`src/rtl/prc_pkg.sv`:
```
package prc_pkg;
  typedef enum logic [2:0] {
    SEL_HOLD,
    SEL_INC,
    SEL_WRAP,
    SEL_LOAD,
    SEL_RST
  } prc_sel_e;
endpackage

```
`src/rtl/prc_incr.sv`:
```
module prc_incr #(
  parameter int WIDTH = 4
) (
  input  logic             clk_i,
  input  logic             en_i,
  input  logic [WIDTH-1:0] val_i,
  output logic [WIDTH-1:0] sum_o,
  output logic             cout_o
);
  logic [WIDTH:0] chain;

  assign chain[0] = en_i;
  for (genvar i = 0; i < WIDTH; i++) begin : g_bit
    // toggle bit i when every lower bit is 1
    assign sum_o[i]    = val_i[i] ^ chain[i];
    assign chain[i+1]  = chain[i] & val_i[i];
  end
  assign cout_o = chain[WIDTH];


  always_ff @(posedge clk_i) begin
    if (en_i) begin
      incr_sum_chk: assert (sum_o == WIDTH'(val_i + 1'b1))
        else $error("incrementer sum wrong");
    end
  end
endmodule

```
`src/rtl/prc_term.sv`:
```
module prc_term #(
  parameter int WIDTH   = 4,
  parameter int END_VAL = 6
) (
  input  logic [WIDTH-1:0] val_i,
  output logic             hit_o
);
  localparam logic [WIDTH-1:0] EndBits = WIDTH'(END_VAL);
  logic [WIDTH-1:0] eq;

  // full compare: loaded values above the end value must not alias onto it
  for (genvar i = 0; i < WIDTH; i++) begin : g_eq
    assign eq[i] = ~(val_i[i] ^ EndBits[i]);
  end
  assign hit_o = &eq;
endmodule

```
`src/rtl/prc_sel.sv`:
```
module prc_sel
  import prc_pkg::*;
(
  input  logic     rst_ni,
  input  logic     load_i,
  input  logic     en_i,
  input  logic     term_i,
  output prc_sel_e sel_o
);
  always_comb begin
    if (!rst_ni)           sel_o = SEL_RST;
    else if (load_i)       sel_o = SEL_LOAD;
    else if (en_i && term_i) sel_o = SEL_WRAP;
    else if (en_i)         sel_o = SEL_INC;
    else                   sel_o = SEL_HOLD;
  end
endmodule

```
`src/rtl/preset_range_counter.sv`:
```
module preset_range_counter
  import prc_pkg::*;
#(
  parameter int WIDTH     = 4,
  parameter int START_VAL = 0,
  parameter int END_VAL   = 6
) (
  input  logic             clk_i,
  input  logic             rst_ni,
  input  logic             cnt_en_i,
  input  logic             load_i,
  input  logic [WIDTH-1:0] load_data_i,
  output logic [WIDTH-1:0] count_o,
  output logic             carry_o
);
  localparam logic [WIDTH-1:0] StartBits = WIDTH'(START_VAL);
  localparam logic [WIDTH-1:0] EndBits   = WIDTH'(END_VAL);

  logic [WIDTH-1:0] count_q, count_d, inc_sum;
  logic             inc_cout, term_hit;
  prc_sel_e         sel;
  logic             seen_q;

  prc_incr #(.WIDTH(WIDTH)) u_incr (
    .clk_i  (clk_i),
    .en_i   (cnt_en_i),
    .val_i  (count_q),
    .sum_o  (inc_sum),
    .cout_o (inc_cout)
  );

  prc_term #(.WIDTH(WIDTH), .END_VAL(END_VAL)) u_term (
    .val_i (count_q),
    .hit_o (term_hit)
  );

  prc_sel u_sel (
    .rst_ni (rst_ni),
    .load_i (load_i),
    .en_i   (cnt_en_i),
    .term_i (term_hit),
    .sel_o  (sel)
  );

  // reload path shared by reset, external load and terminal count
  always_comb begin
    unique case (sel)
      SEL_RST:  count_d = StartBits;
      SEL_LOAD: count_d = load_data_i;
      SEL_WRAP: count_d = StartBits;
      SEL_INC:  count_d = inc_sum;
      default:  count_d = count_q;
    endcase
  end

  always_ff @(posedge clk_i) begin
    count_q <= count_d;
    seen_q  <= 1'b1;
  end

  assign count_o = count_q;
  // carry is only meaningful at the end value; full chain carry is unused below 15
  assign carry_o = term_hit & cnt_en_i;


  reset_preset_chk: assert property (@(posedge clk_i) disable iff (!seen_q)
    !rst_ni |=> count_o == StartBits);

  load_prio_chk: assert property (@(posedge clk_i) disable iff (!seen_q)
    (rst_ni && load_i) |=> count_o == $past(load_data_i));

  term_reload_chk: assert property (@(posedge clk_i) disable iff (!seen_q)
    (rst_ni && !load_i && cnt_en_i && count_o == EndBits) |=> count_o == StartBits);

  hold_chk: assert property (@(posedge clk_i) disable iff (!seen_q)
    (rst_ni && !load_i && !cnt_en_i) |=> $stable(count_o));

  carry_end_chk: assert property (@(posedge clk_i) disable iff (!seen_q)
    carry_o |-> (cnt_en_i && count_o == EndBits));

  wrap_zero_chk: assert property (@(posedge clk_i) disable iff (!seen_q)
    (rst_ni && !load_i && cnt_en_i && inc_cout && !term_hit) |=> count_o == '0);
endmodule

```
`config.mk`:
```
export PLATFORM = sky130hd
export DESIGN_NAME = preset_range_counter
export DESIGN_NICKNAME = d
export VERILOG_FILES = /design/src/rtl/prc_pkg.sv /design/src/rtl/prc_incr.sv /design/src/rtl/prc_term.sv /design/src/rtl/prc_sel.sv /design/src/rtl/preset_range_counter.sv
export SDC_FILE = /design/constraint.sdc
export NUM_CORES = 1
export LEC_CHECK = 0
export CAP_MARGIN = 20
export CELL_PAD_IN_SITES_DETAIL_PLACEMENT = 1
export CELL_PAD_IN_SITES_GLOBAL_PLACEMENT = 2
export CORE_MARGIN = 8
export CORE_UTILIZATION = 18
export CTS_CLUSTER_DIAMETER = 30
export CTS_CLUSTER_SIZE = 25
export DETAILED_ROUTE_END_ITERATION = 10
export HOLD_SLACK_MARGIN = 0.03
export PLACE_DENSITY_LB_ADDON = 0.15
export SLEW_MARGIN = 0
export SYNTH_ARGS = -nofsm -noshare
export SYNTH_HDL_FRONTEND = slang
export SYNTH_SLANG_ARGS = --single-unit
```
`constraint.sdc`:
```
create_clock -name clk_i -period 1.3 [get_ports clk_i]
set_input_delay 0.26 -clock clk_i [delete_from_list [all_inputs] [get_ports clk_i]]
set_output_delay 0.26 -clock clk_i [all_outputs]
set_load 0.1 [all_outputs]
```
# Word-level counts from Yosys, hierarchy flattened
# Cells that the tools add are included.
[word_totals]
register_bits = 4
latch_bits = 0
ramBits = 0
rom_bits = 0
in_bits = 8
n_memories = 0
[classes]
addsub = 0
mul = 0
div = 0
magnitude_cmp = 0
eq_ne = 4
shifts = 0
mux = 5
bitwise_logic = 10
n_reduce_logical = 4
[op_table]
columns = ["cell", "n"]
rows = [
  ["$pmux W4 S3", 1],
  ["$mux W3", 3],
  ["$eq A3 B2 Y1 const B", 2],
  ["$and A1 B1 Y1", 4],
  ["$reduce_and A4 Y1", 1],
  ["$xor A1 B1 Y1", 4],
  ["$eq A3 B1 Y1 const B", 1],
  ["$eq A3 B3 Y1 const B", 1],
  ["$reduce_bool A3 Y1", 1],
  ["$not A1 Y1", 2],
  ["$reduce_or A2 Y1", 1],
  ["$logic_and A1 B1 Y1", 1],
  ["$mux W1", 1],
]

# Longest topological paths before layout
# Gate-level depths: netlist of the first run.
[depth]
word_depth = 9
depth_mapped = 6
depth_no_buf = 6

# Cells and area by module
# From an unflattened synthesis of the first run, not the netlist that was laid out.
[unflattened]
cells_unflattened = 26
area_unflattened_um2 = 306.5
[by_module_without_submodules]
columns = ["mod", "n_inst", "cells_each", "area_each_um2", "seq_area_each_um2"]
rows = [
  ["preset_range_counter", 1, 16, 217.7, 120.1],
  ["prc_incr", 1, 4, 50.0, 0.0],
  ["prc_sel", 1, 5, 26.3, 0.0],
  ["prc_term", 1, 1, 12.5, 0.0],
]

# Worst setup path before layout of the first run
# Ideal clock, no wire load.
[synth_timing]
path_kind = "register to register"
from = "reg count_q[0] (netlist: count_o[0])"
to = "reg count_q[3] (netlist: count_o[3]), data pin"
setup_time_ns = 0.260
t_arrival_ns = 1.804
required_ns = 1.040
slack_ns = -0.763
path_stages_with_launch = 7
n_path_buf = 0
path_cell_list = "edfxtp_1 ha_1 ha_1 ha_1 xor2_1 nand2_1 o22ai_1"
[synth_between]
elab_chain_cells = 9
word_cells_on_any_way = 16
cone_classes = "eq/ne (4); mux (4); bitwise (5); reduce/logical (3)"
[synth_rtl]
columns = ["item", "line_no", "source"]
rows = [
  ["from (decl)", "preset_range_counter.sv:19", "logic [WIDTH-1:0] count_q, count_d, inc_sum;"],
  ["from (signal assigned)", "preset_range_counter.sv:57", "count_q <= count_d;"],
  ["$not A1 Y1", "prc_term.sv:13", "assign eq[i] = ~(val_i[i] ^ EndBits[i]);"],
  ["$reduce_and A4 Y1", "prc_term.sv:15", "assign hit_o = &eq;"],
  ["$logic_and A1 B1 Y1", "prc_sel.sv:13", "else if (en_i && term_i) sel_o = SEL_WRAP;"],
  ["$mux W3", "prc_sel.sv:13", ""],
  ["$mux W3", "prc_sel.sv:12", "else if (load_i) sel_o = SEL_LOAD;"],
  ["$mux W3", "prc_sel.sv:11", "if (!rst_ni) sel_o = SEL_RST;"],
  ["$eq A3 B2 Y1 / $eq A3 B3 Y1 (equally long branches)", "preset_range_counter.sv:47", "unique case (sel)"],
  ["$reduce_or A2 Y1 (no line)", "-", ""],
  ["$pmux W4 S3 (*)", "preset_range_counter.sv:47", ""],
  ["named net count_d[3]", "preset_range_counter.sv:19", ""],
]
# Mark *: on every way through the listed nets, which the timed path passes. The rest lies on a longest branch.
# A chain may end at the register's enable or synchronous reset.

# Final worst setup path of the first run
[layout_timing]
from = "reg count_q[0] (netlist: count_o[0])"
to = "out carry_o"
[layout_between]
elab_chain_cells = 3
[layout_rtl]
columns = ["item", "line_no", "source"]
rows = [
  ["$not A1 Y1", "prc_term.sv:13", ""],
  ["$reduce_and A4 Y1", "prc_term.sv:15", ""],
  ["$and A1 B1 Y1", "preset_range_counter.sv:63", "assign carry_o = term_hit & cnt_en_i;"],
  ["to (decl)", "preset_range_counter.sv:14", "output logic carry_o"],
]
# No other way between the ends.

==> results of run 1 <==
-- stage by stage --
| stage | instances | util | hold slack [ps] | TNS, ps |
|---|---|---|---|---|
| 4_1_cts | 66 | 0.412 | 709 | -860 |
| 5_1_grt | 67 | 0.421 | 729 | -1110 |
| 2_1_floorplan | 27 | - | 520 | -2980 |
| 3_3_place_gp | 60 | 0.364 | 794 | -1600 |
| 3_5_place_dp | 60 | 0.364 | 814 | -2110 |
| 6_report | 67 | 0.421 | 729 | -834 |
-- power by group through the flow --
stage | Combinational [mW] | Clock [mW] | Sequential [mW]
after floorplan | 0.0465 | 0 | 0.257
after global placement | 0.245 | 0 | 0.170
after detailed placement | 0.250 | 0 | 0.170
after CTS | 0.271 | 0.166 | 0.168
after global routing | 0.291 | 0.168 | 0.168
final | 0.275 | 0.155 | 0.166
-- cell usage in the layout (no fill, tap or decap) --
cell	instances
buf_4	9
edfxtp_1	4
dlygate4sd2_1	1
clkbuf_4	3
o22ai_1	1
and2_4	1
nand2_1	9
ha_4	3
xor2_1	1
nand2b_4	1
and4bb_1	1
buf_6	1
and2b_2	1
nor2_1	1
o22ai_2	3
clkdlybuf4s50_1	6
buf_12	5
-- critical path, stage by stage, from the launching register on --
cell,delay (ps)
edfxtp_1,390
buf_6,130
and4bb_1,250
and2_4,150
buf_12,160
-- per-layer routing --
layer / vias up / GRT usage / wire [um]
met2: 13 / 0.129 / 476
met4: 0 / 0.0960 / 23
li1: 146 / - / -
met1: 141 / 0.0565 / 332
met3: 2 / 0.0187 / 86
met5: - / 0 / 0
-- kinds of logic (layout without fill, tap and decap cells) --
group,count (synthesis),count (layout),share of synthesized area
AND/OR/NAND/NOR,14,14,0.291
AO/OA/AOI/OAI,4,4,0.0909
flip-flops,4,4,0.436
adder cells (fa/ha/maj),3,3,0.136
XOR/XNOR,1,1,0.0318
buffers and inverters,1,25,0.0136
-- cell type report --
class / instances / share of cell area
timing repair buffer: 22 / 0.400
multi-input combinational: 22 / 0.337
sequential: 4 / 0.194
clock buffer: 3 / 0.0364
tap: 16 / 0.0323
-- what timing repair did --
| action | 4_1_cts | 5_1_grt |
|---|---|---|
| pin swaps | 2 | 1 |
| setup buffers | 3 | 3 |
| cloned | 0 | 0 |
| resized for setup | 5 | 1 |
| hold buffers | 0 | 0 |
| setup endpoints to repair | 5 | 7 |
| endpoints found under the hold margin | 0 | 0 |
-- how the worst max path moves through the flow --
stage	startpoint	end	slack, ps	cells past startpoint
detailed placement	cnt_en_i	count_o[3]	-470	7
global route	count_o[0]	carry_o	-330	4
CTS	count_o[0]	carry_o	-300	4
floorplan	count_o[0]	count_o[3]	-710	6
global placement	cnt_en_i	count_o[3]	-420	7
finish	count_o[0]	carry_o	-290	4
==> reports/metrics.cfg, run 1 <==
[status]
status = complete, but fails checks
violations = negative setup slack

[power]
p_sw_uw = 210
swShare = 0.353
peakVddDrop_mv = 0.357
seqPwrFrac = 0.279
p_int_uw = 386
p_per_area_nw_per_um2 = 963
finalPower_uw = 596
pwr-share-clk = 0.259
pwr-share-comb = 0.462
power_leakage_nw = 0.262

[floorplanning]
initial_core_util = 0.187
dieArea_um2 = 3040
placeableCoreArea_um2 = 1470
fp-row-count = 14
die_h_um = 55.1
io-pin-count = 13
die_w_um = 55.1

[sta]
worstMarginPinSlew_ps = 188
fin_skew_ps = 1.19
rsz0062_at_grt = yes
max_freq_mhz = 629
layout_setup_ws_ps = -289
post-route-period-util = 1.22
drv_slew = 0
setup_violations = 6
max_slew_margin = 0.874
final-hold-violation-count = 0
min_period_ps = 1590

[drt]
drc = 0
antenna_left = 0
viasPerCell = 4.51
wire_per_inst_um = 13.7
drt-total-wl_um = 918
first_iter_violations = 1
dr.pass1.iters = 2
vias = 302

[synthesis]
synthCells = 27
synth_area_um2 = 275
syn_avg_cell_area_um2 = 10.2
synth_most_common_cell = nand2_1
yosysUniqueCellTypes = 11
synth_common_cells = nand2_1, edfxtp_1, o22ai_1
synthTopCellsByArea = edfxtp_1, ha_1, nand2_1
ys.flop_type = edfxtp_1
synth_area_leader_cell = edfxtp_1
synth_seq_area_share = 0.436
synth_top_area_frac = 0.436
async_reset_ff_frac = 0
synth_edf_count = 4
ys_seq_elements = 4
yosys_warnings = 0
syn-num-nets = 38

[clock_tree]
clock_latency_ps = 230
numClockSinks = 4
tritoncts = yes
cts_buffers = 3
clock_path_buffers = 2
ctsHtreeMaxLevel = 1
clk_pin_slew_ps = 40
clockRootBuffer = clkbuf_4

[layout]
regArea_um2 = 120
largest_reg_flops = 4
area_growth_pct = 125
diodes = 0
layout-drive-gt1-share = 0.529
n_fill_cell = 171
fin_area_um2 = 619
multiInputGateArea_um2 = 209
nNetsFinal = 64

[placed_design]
post-place-ws_ps = -466
placed_area_um2 = 536
port_buffers = 12
routabilityCongestion = 0.699

[worst_setup_path]
cp.arrival_ps = 1330
cp-start-kind = flop
worstSetupEndpointType = output pin
path_class = flop to output pin
r2r-end = count_o[3]
reg2reg_from = count_o[0]
ff2ff_path_depth = 7
r2r_slack_ps = -240
cp_max_fo = 2
required_ps = 1040

[hold_path]
holdCritPathClass = input port to flop
hold_depth = 3
hold-path-endpoint = count_o[3]
min_from = load_data_i[3]

[global_routing]
overflow = 0
track_usage = 0.0733
grt_pass1_vias = 329
grt_pass1_wl_mm = 1.45
grt_max_degree = 9
antenna_found_initial = 0

[job]
cap_violations = 0

(Power assumes the default switching activity.)
==> inputs of run 2 (changes only) <==
--- a/config.mk
+++ b/config.mk
@@ -5,6 +5,7 @@
 export SDC_FILE = /design/constraint.sdc
 export NUM_CORES = 1
 export LEC_CHECK = 0
+export ABC_CLOCK_PERIOD_IN_PS = 1300
 export CAP_MARGIN = 20
 export CELL_PAD_IN_SITES_DETAIL_PLACEMENT = 1
 export CELL_PAD_IN_SITES_GLOBAL_PLACEMENT = 2
==> results of run 2 <==
No change in the layout: final DEF, timing and power equal those of run 1.
==> inputs of run 3 (changes only) <==
--- a/config.mk
+++ b/config.mk
@@ -6,7 +6,7 @@
 export NUM_CORES = 1
 export LEC_CHECK = 0
 export ABC_CLOCK_PERIOD_IN_PS = 1300
-export CAP_MARGIN = 20
+export CAP_MARGIN = 40
 export CELL_PAD_IN_SITES_DETAIL_PLACEMENT = 1
 export CELL_PAD_IN_SITES_GLOBAL_PLACEMENT = 2
 export CORE_MARGIN = 8
==> results of run 3 <==
No change in the layout: final DEF, timing and power equal those of run 1.
